<file path="config.mk">
export PLATFORM = sky130hd
export DESIGN_NAME = intc_status_unit
export DESIGN_NICKNAME = d
export VERILOG_FILES = /design/src/rtl/intc_status_pkg.sv /design/src/rtl/intc_addr_decode.sv /design/src/rtl/intc_status_core.sv /design/src/rtl/intc_mask_irq.sv /design/src/rtl/intc_status_unit.sv
export SDC_FILE = /design/constraint.sdc
export NUM_CORES = 1
export LEC_CHECK = 0
export ABC_AREA = 0
export CORE_MARGIN = 3
export CORE_UTILIZATION = 40
export CTS_CLUSTER_SIZE = 25
export DETAILED_ROUTE_END_ITERATION = 8
export PLACE_DENSITY = 0.8
export RECOVER_POWER = 25
export SLEW_MARGIN = 10
export SYNTH_ARGS = -nofsm -noshare
export SYNTH_HDL_FRONTEND = slang
export SYNTH_SLANG_ARGS = --single-unit
</file>
<file path="constraint.sdc">
create_clock -name clk -period 1.62 [get_ports clk]
set_input_delay 0.162 -clock clk [delete_from_list [all_inputs] [get_ports clk]]
set_output_delay 0.162 -clock clk [all_outputs]
set_load 0.05 [all_outputs]
</file>
<file path="src/rtl/intc_status_pkg.sv">
package intc_status_pkg;
  localparam int unsigned STAT_W    = 8;
  localparam int unsigned BIT_MDIO  = 7;
  localparam int unsigned BIT_ERX   = 6;
  localparam int unsigned BIT_PHYEV = 5;
  localparam int unsigned BIT_OVRN  = 4;
  localparam int unsigned BIT_ALLOC = 3;
  localparam int unsigned BIT_TXE   = 2;
  localparam int unsigned BIT_TXD   = 1;
  localparam int unsigned BIT_RCV   = 0;
  // bits software may acknowledge
  localparam logic [STAT_W-1:0] ACKABLE    = 8'hD6;
  localparam logic [STAT_W-1:0] STAT_RESET = 8'h04;

  typedef struct packed {
    logic ack_wr;
    logic mask_wr;
    logic sel_stat;
    logic sel_mask;
  } intc_dec_t;
endpackage

</file>
<file path="src/rtl/intc_addr_decode.sv">
module intc_addr_decode
  import intc_status_pkg::*;
#(
  parameter int unsigned ADDR_W   = 4,
  parameter int unsigned OFS_STAT = 12,
  parameter int unsigned OFS_MASK = 13
) (
  input  logic [ADDR_W-1:0] addr,
  input  logic              wr,
  output intc_dec_t         dec
);
  localparam logic [ADDR_W-1:0] A_STAT = ADDR_W'(OFS_STAT);
  localparam logic [ADDR_W-1:0] A_MASK = ADDR_W'(OFS_MASK);

  always_comb begin
    dec.sel_stat = (addr == A_STAT);
    dec.sel_mask = (addr == A_MASK);
    dec.ack_wr   = wr && dec.sel_stat;
    dec.mask_wr  = wr && dec.sel_mask;
  end
endmodule

</file>
<file path="src/rtl/intc_status_core.sv">
module intc_status_core
  import intc_status_pkg::*;
#(
  parameter int unsigned DONE_CW = 3
) (
  input  logic               clk,
  input  logic               rst_n,
  input  logic               ack_wr,
  input  logic [STAT_W-1:0]  wdata,
  input  logic [STAT_W-1:0]  set_evt,
  input  logic [STAT_W-1:0]  clr_evt,
  input  logic               txq_empty,
  input  logic [DONE_CW-1:0] done_cnt,
  output logic [STAT_W-1:0]  status_view,
  output logic               done_pop
);
  logic [STAT_W-1:0]  stat_q, stat_d, clr_vec, force_now, force_nxt;
  logic [DONE_CW-1:0] cnt_after;
  logic               stat_en;

  always_comb begin
    done_pop  = ack_wr && wdata[BIT_TXD] && (done_cnt != '0);
    cnt_after = done_cnt - DONE_CW'(done_pop);
    force_now = '0;
    force_nxt = '0;
    force_now[BIT_TXE] = txq_empty;
    force_now[BIT_TXD] = (done_cnt != '0);
    force_nxt[BIT_TXE] = txq_empty;
    force_nxt[BIT_TXD] = (cnt_after != '0);
    clr_vec   = clr_evt | (ack_wr ? (wdata & ACKABLE) : '0);
    stat_d    = (stat_q & ~clr_vec) | set_evt | force_nxt;
    stat_en   = (stat_d != stat_q);
    status_view = stat_q | force_now;
  end

  always_ff @(posedge clk or negedge rst_n) begin
    if (!rst_n)       stat_q <= STAT_RESET;
    else if (stat_en) stat_q <= stat_d;
  end


  txe_force_chk: assert property (@(posedge clk) disable iff (!rst_n)
    txq_empty |=> stat_q[BIT_TXE]);

  txd_force_chk: assert property (@(posedge clk) disable iff (!rst_n)
    (done_cnt > DONE_CW'(1)) |=> stat_q[BIT_TXD]);

  unackable_hold_chk: assert property (@(posedge clk) disable iff (!rst_n)
    (stat_q[BIT_RCV] && !clr_evt[BIT_RCV]) |=> stat_q[BIT_RCV]);

  sticky_hold_chk: assert property (@(posedge clk) disable iff (!rst_n)
    (stat_q[BIT_MDIO] && !clr_evt[BIT_MDIO] && !(ack_wr && wdata[BIT_MDIO]))
      |=> stat_q[BIT_MDIO]);

  for (genvar i = 0; i < STAT_W; i++) begin : g_set_chk

    set_wins_chk: assert property (@(posedge clk) disable iff (!rst_n)
      set_evt[i] |=> stat_q[i]);
  end
endmodule

</file>
<file path="src/rtl/intc_mask_irq.sv">
module intc_mask_irq
  import intc_status_pkg::*;
(
  input  logic              clk,
  input  logic              rst_n,
  input  logic              mask_wr,
  input  logic [STAT_W-1:0] wdata,
  input  logic [STAT_W-1:0] status_view,
  output logic [STAT_W-1:0] mask,
  output logic              irq
);
  logic [STAT_W-1:0] mask_q;

  always_ff @(posedge clk or negedge rst_n) begin
    if (!rst_n)       mask_q <= '0;
    else if (mask_wr) mask_q <= wdata;
  end

  always_comb begin
    mask = mask_q;
    irq  = |(status_view & mask_q);
  end


  mask_zero_chk: assert property (@(posedge clk) disable iff (!rst_n)
    (mask_wr && wdata == '0) |=> !irq);

  mask_store_chk: assert property (@(posedge clk) disable iff (!rst_n)
    mask_wr |=> (mask_q == $past(wdata)));
endmodule

</file>
<file path="src/rtl/intc_status_unit.sv">
module intc_status_unit
  import intc_status_pkg::*;
#(
  parameter int unsigned ADDR_W   = 4,
  parameter int unsigned DONE_CW  = 3,
  parameter int unsigned OFS_STAT = 12,
  parameter int unsigned OFS_MASK = 13
) (
  input  logic               clk,
  input  logic               rst_n,
  input  logic [ADDR_W-1:0]  reg_addr,
  input  logic               reg_wr,
  input  logic [STAT_W-1:0]  reg_wdata,
  output logic [STAT_W-1:0]  reg_rdata,
  input  logic [STAT_W-1:0]  set_evt,
  input  logic [STAT_W-1:0]  clr_evt,
  input  logic               txq_empty,
  input  logic [DONE_CW-1:0] done_cnt,
  output logic               done_pop,
  output logic               irq
);
  logic [1:0]        rst_sync;
  logic              rst_int_n;
  intc_dec_t         dec;
  logic [STAT_W-1:0] status_view, mask;

  always_ff @(posedge clk or negedge rst_n) begin
    if (!rst_n) rst_sync <= '0;
    else        rst_sync <= {rst_sync[0], 1'b1};
  end
  assign rst_int_n = rst_sync[1];

  intc_addr_decode #(.ADDR_W(ADDR_W), .OFS_STAT(OFS_STAT), .OFS_MASK(OFS_MASK)) u_dec (
    .addr(reg_addr), .wr(reg_wr), .dec(dec)
  );

  intc_status_core #(.DONE_CW(DONE_CW)) u_core (
    .clk(clk), .rst_n(rst_int_n), .ack_wr(dec.ack_wr), .wdata(reg_wdata),
    .set_evt(set_evt), .clr_evt(clr_evt), .txq_empty(txq_empty),
    .done_cnt(done_cnt), .status_view(status_view), .done_pop(done_pop)
  );

  intc_mask_irq u_mask (
    .clk(clk), .rst_n(rst_int_n), .mask_wr(dec.mask_wr), .wdata(reg_wdata),
    .status_view(status_view), .mask(mask), .irq(irq)
  );

  always_comb begin
    if (dec.sel_stat)      reg_rdata = status_view;
    else if (dec.sel_mask) reg_rdata = mask;
    else                   reg_rdata = '0;
  end
endmodule

</file>
==> results of run 1 <==
[sequential cells by signal (all words and copies together) (netlist names)]
name	flops
u_core.stat_q	8
u_mask.mask	8
rst_sync	2
[through the flow]
stage / cell area (sq um) / TNS (ns) / total power (uW)
detailed placement: 1630 / -0.937 / 938
global placement: 1630 / -0.579 / 929
global route: 1750 / -0.300 / 1250
finish: 1750 / -0.172 / 1190
CTS: 1720 / -0.204 / 1190
floorplan: 977 / 0 / 755
[cell usage after synthesis (all sizes together)]
library cell  instances
a221oi                1
nor3                  2
nand4                 1
mux2                  8
ha                    1
dfrtp                17
o21ai                 2
nor2                 10
nand4b                1
xnor2                 1
nor3b                 5
a21o                  3
o31a                  1
dfstp                 1
nand3b                1
nand2b                5
o2111ai               1
inv                   5
a22oi                 1
buf                   2
nand2                 1
o21bai                3
or2                   1
a22o                  1
mux2i                 7
conb                  1
or4                   1
[cell type report]
type | count | area, sq um | area share
multi-input cells | 59 | 508 | 0.291
inverters | 5 | 18.8 | 0.0107
flip-flops and latches | 18 | 452 | 0.258
clock buffers | 4 | 26.3 | 0.0150
repair buffers | 65 | 708 | 0.405
well taps | 28 | 35.0 | 0.0200
[power groups by stage]
stage	logic, uW	registers [uW]	clock network, uW
CTS	374	570	247
floorplan	197	559	0
detailed placement	362	576	0
global route	403	585	261
finish	379	572	237
global placement	357	571	0
[routing by layer]
metal	global-route usage	vias up
met2	0.306	33
met5	0	-
met4	0.0660	0
met3	0.0444	4
met1	0.225	413
li1	-	431
[path summary, 6_finish.rpt]
| path | endpoint | slack, ns | depth (start not counted) |
|---|---|---|---|
| max in group asynchronous | u_core.stat_q[1]$_DFFE_PN0P_ | 0.92 | 0 |
| hold / removal | rst_sync[1]$_DFF_PN0_ | 0.09 | 1 |
| setup / recovery | irq | -0.09 | 4 |
| hold reg to reg | u_core.stat_q[3]$_DFFE_PN0P_ | 0.27 | 0 |
| setup reg to reg | u_core.stat_q[2]$_DFFE_PN1P_ | 0.78 | 2 |
| min in group clk | rst_sync[1]$_DFF_PN0_ | 0.36 | 0 |
[logic make-up (layout without fill, tap and decap cells)]
group                      after synthesis  count (layout)  share of synthesized area
AOI/OAI and AO/OA                       13              13                      0.101
buffers and inverters                    7              74                     0.0361
other                                    1               1                    0.00386
adders and majority gates                1               1                     0.0129
and+or+nand+nor                         28              28                      0.177
xor gates and xnor gates                 1               1                    0.00902
DFF                                     18              18                      0.465
muxes                                   15              15                      0.196
[repair_timing]
action / in CTS / in global routing
setup endpoints to repair: 3 / 8
gates resized for setup: 6 / 4
pin swaps: 4 / 2
setup buffers: 7 / 2
==> summary.txt, run 1 <==
Initial Util -> 0.431
CP required -> 1.46 ns
CTS Hold Bufs -> 0
Worst slew margin -> 0.559
Arr. time, crit path -> 1.55 ns
Commonest non-fill, non-tap cells in the layout -> clkdlybuf4s50_1, buf_4, dfrtp_1
RR Startpoint -> u_core.stat_q[2]$_DFFE_PN1P_
Mapped Area -> 971 sq um
ANT nets after route -> 0
Top post-synthesis cells by area -> dfrtp_1, mux2_4, mux2i_1
Tcrit/Tclk final -> 1.06
Slowest stage delay, CP -> 0.41 ns
Initial antenna violation count -> 0
Highest metal used -> met4
Via count -> 881
Failing checks -> setup timing
CTS buffer count -> 3
Total Routing Usage GR -> 0.182
Crit path launch type -> register
First-pass GRT wire length -> 4460 um
Synth unique cells -> 28
Die area -> 3050 sq um
Die height -> 55.3 um
Fin Hold WS -> 0.0858 ns
Final Util -> 0.775
CP endpoint kind -> primary output
RSZ-0062 raised after global routing -> true
Total Wirelength -> 2610 um
CP top delay family -> compound AO/OA/AOI/OAI gates
Worst vdd ir -> 584 uV
Peak Freq -> 0.585 GHz
FF+latch count, synth -> 18
H-tree depth -> 1
Switch Pwr -> 343 uW
Nets@finish -> 188
Routability cong. -> 0.745
Tmin final -> 1.71 ns
Worst Hold Class -> primary input to asynchronous set/reset pin
Critical path's slowest cell -> dfrtp_1
Clock Power Share -> 0.200
Cell Chain, Critical Path -> a22o_1 > a221oi_2 > nand4_1 > buf_6
P per Cell Area -> 680 nW/um^2
Worst slew pin tran -> 0.662 ns
Worst Clk Skew -> 0.00770 ns
Critical path class -> register to primary output
Fill cells -> 148
Synth top area share -> 0.438
Root buffer cell -> clkbuf_4
Critical path origin -> u_mask.mask[6]$_DFFE_PN0P_
Placement Setup Slack -> -0.268 ns
Final WS setup -> -0.0907 ns
Wire per inst -> 14.6 um
Cell taking the most area after synthesis -> dfrtp_1
Setup violations, final -> 2
Synthesized net count -> 120
Hold violation total from the final report -> 0
Buffers & Inverters on Critical Path -> 1
Final HPWL DP -> 1940 um
Clk buf depth -> 2
Max_cap viols -> 0
Port Buffers -> 44
Post-DR vias/cell -> 4.92
Logic pwr share -> 0.319
Critical Path Fanout Max -> 3
Mapped Cells -> 84
CTS tree -> built
Leak Pwr -> 0.000829 uW
Outcome -> finished, violations left
Cell Rows -> 17
Layout cells sized above 1 -> 0.331
Met1 Wirelength -> 1150 um
Synthesis warning total -> 0
Metal3 WL -> 143 um
Ant. Diodes -> 0
Clk sinks -> 18
Final Slew Violations -> 0
Grt ovf -> 0
Sequential Power Share -> 0.481
Post-synthesis sequential area ratio -> 0.465
Int Pwr -> 846 uW
Clock transition at the registers of the reported paths -> 0.11 ns
DP Cell Count -> 166
Chip width -> 55.3 um
Num ports -> 45
Total core area -> 2250 sq um
Iter 0 DRT Violations -> 32
Area growth, synth to finish -> 80.0%
Sw Share -> 0.289
Commonest non-fill, non-tap cell in the layout -> clkdlybuf4s50_1
Syn_area_per_cell -> 11.6 sq um
Worst-Skew Late Latency -> 0.30 ns
Finished Layout Cells -> 179
Residual DRC -> 0
Vias in the first global route -> 943
TritonRoute pass-1 iters -> 4
Met2 wire length -> 1260 um
Largest net degree at the start of global routing -> 17
No activity file was read; power rests on OpenSTA's default activity.
==> run 2, diff against run 1 <==
Settings changed: CELL_PAD_IN_SITES_DETAIL_PLACEMENT from default to 1, CELL_PAD_IN_SITES_GLOBAL_PLACEMENT from default to 2, CORE_UTILIZATION 40 to 26, PLACE_DENSITY 0.8 to 0.86.
Clock period 1.62 ns to 2.05 ns, I/O delays scaled along.
==> run 2 against run 1 <==
Effect of this change:
- the flow now finishes without violations
- sequential share of layout area rose by 2.1 points
- non-clock buffer count is 17 lower
- hold slack better by 0.088 ns
- die area is 47% higher
- critical endpoint is now done_pop
- final cell count up 0.56%
- via count shrank 6.7%
==> summary.txt, run 2 (synthesis results as in run 1) <==
Outcome -> finished clean
TritonRoute pass-1 iters -> 4 (unchanged)
P per Cell Area -> 608 nW/um^2 (-11%)
RSZ-0062 raised after global routing -> false
Setup violations, final -> 0 (-2)
Leak Pwr -> 0.000719 uW (-13%)
CTS Hold Bufs -> 0 (unchanged)
Critical Path Fanout Max -> 6 (+3)
Placement Setup Slack -> 0.00396 ns (+0.272 ns)
CTS tree -> built
RR Startpoint -> u_core.stat_q[2]$_DFFE_PN1P_
Arr. time, crit path -> 1.75 ns (+0.20 ns)
Initial Util -> 0.280 (-0.151)
Max_cap viols -> 0 (unchanged)
Via count -> 822 (-6.7%)
Critical path class -> primary input to primary output
Tmin final -> 1.96 ns
Die height -> 67.1 um (+21%)
Wire per inst -> 14.5 um (-1.0%)
Ant. Diodes -> 0 (unchanged)
Layout cells sized above 1 -> 0.201 (-0.130)
Port Buffers -> 44 (unchanged)
Buffers & Inverters on Critical Path -> 3 (+2)
Final Slew Violations -> 0 (unchanged)
Final WS setup -> 0.0918 ns (+0.182 ns)
Hold violation total from the final report -> 0 (unchanged)
Slowest stage delay, CP -> 0.52 ns (+0.11 ns)
Total Wirelength -> 2600 um (-0.46%)
CP required -> 1.85 ns (+0.39 ns)
Nets@finish -> 171 (-9.0%)
Chip width -> 67.1 um (+21%)
Final HPWL DP -> 2180 um (+12%)
Grt ovf -> 0 (unchanged)
H-tree depth -> 1 (unchanged)
CP endpoint kind -> primary output
Worst Hold Class -> primary input to asynchronous set/reset pin
Residual DRC -> 0 (unchanged)
Worst-Skew Late Latency -> 0.25 ns (-0.05 ns)
Initial antenna violation count -> 0 (unchanged)
Postcts setup bufs -> 0 (-7)
Peak Freq -> 0.511 GHz
Post-CTS Resized -> 0 (-6)
Crit path launch type -> primary input
Post-DR vias/cell -> 4.57 (-7.2%)
CTS buffer count -> 3 (unchanged)
ANT nets after route -> 0 (unchanged)
Total core area -> 3470 sq um (+54%)
Die area -> 4500 sq um (+47%)
Cell Chain, Critical Path -> clkdlybuf4s50_1 > nand4b_4 > nor3b_1 > o31a_1 > buf_4 > buf_12
First-pass GRT wire length -> 4120 um (-7.6%)
Commonest non-fill, non-tap cells in the layout -> clkdlybuf4s50_1, dfrtp_1, nor2_1
Commonest non-fill, non-tap cell in the layout -> clkdlybuf4s50_1
CP top delay family -> buffers and inverters
Cell Rows -> 21 (+4)
Iter 0 DRT Violations -> 9 (-72%)
Clk buf depth -> 2 (unchanged)
Clock transition at the registers of the reported paths -> 0.07 ns (-0.04 ns)
Clk sinks -> 18 (unchanged)
Setup tns final -> 0 ns (+0.172 ns)
Worst Clk Skew -> 0.00224 ns (-0.00546 ns)
Critical path's slowest cell -> clkdlybuf4s50_1
Total Routing Usage GR -> 0.124 (-0.0573)
Vias in the first global route -> 885 (-6.2%)
Internal reg-to-reg setup slack -> 1.21 ns (+0.43 ns)
Area growth, synth to finish -> 66.4%
Critical path origin -> reg_addr[2]
Routability cong. -> 0.756 (+1.5%)
Tcrit/Tclk final -> 0.955
Largest net degree at the start of global routing -> 17 (unchanged)
Root buffer cell -> clkbuf_8
Worst slew margin -> 0.553 (-0.00582)
Worst slew pin tran -> 0.671 ns (+0.00874 ns)
Final Util -> 0.466 (-0.310)
Worst vdd ir -> 243 uV (-58%)
Num ports -> 45 (unchanged)
run 2: cell count changes in the layout (fill, tap and decap cells not counted), moves of 3 or more:
cell / before / now
buf_4: 19 / 5
clkbuf_4: 3 / 0
clkbuf_8: 0 / 3
dlygate4sd3_1: 1 / 4
run 2: area by class of cell:
class / instances / area (sq um)
clock buffer: 4 / 45.0
fill: 392 / 1850
inverter: 5 / 18.8
multi-input combinational: 59 / 484
sequential: 18 / 452
tap: 46 / 57.6
timing repair buffer: 48 / 558
run 2: path summary, 6_finish.rpt:
check,endpoint,depth (start not counted)
worst max-delay path,done_pop,6
worst min-delay path,rst_sync[0]$_DFF_PN0_,1
worst max register to register,u_core.stat_q[2]$_DFFE_PN1P_,2
worst min register to register,u_core.stat_q[3]$_DFFE_PN0P_,0
max in group asynchronous,u_mask.mask[0]$_DFFE_PN0P_,0
min in group clk,rst_sync[1]$_DFF_PN0_,0
run 2: power by group:
group / total, uW / switching (uW) / internal, uW
clock network: 257 / 119 / 138
registers: 448 / 43.5 / 404
logic: 276 / 104 / 173
total: 981 / 266 / 715
run 2: routing by layer:
| layer | GRT usage | share of wire |
|---|---|---|
| met1 | 0.145 | 0.40 |
| met2 | 0.211 | 0.52 |
| met3 | 0.0304 | 0.058 |
| met4 | 0.0608 | 0.014 |
| met5 | 0 | 0 |
run 2: per-stage QoR:
step	hold WS [ns]	area, sq um	power, uW	std cells
final	0.174	1620	981	180
after global routing	0.165	1620	1030	180
after CTS	0.102	1620	999	180
after detailed placement	0.298	1570	737	176
after global placement	0.287	1570	725	176
after floorplan	-0.0906	971	596	84
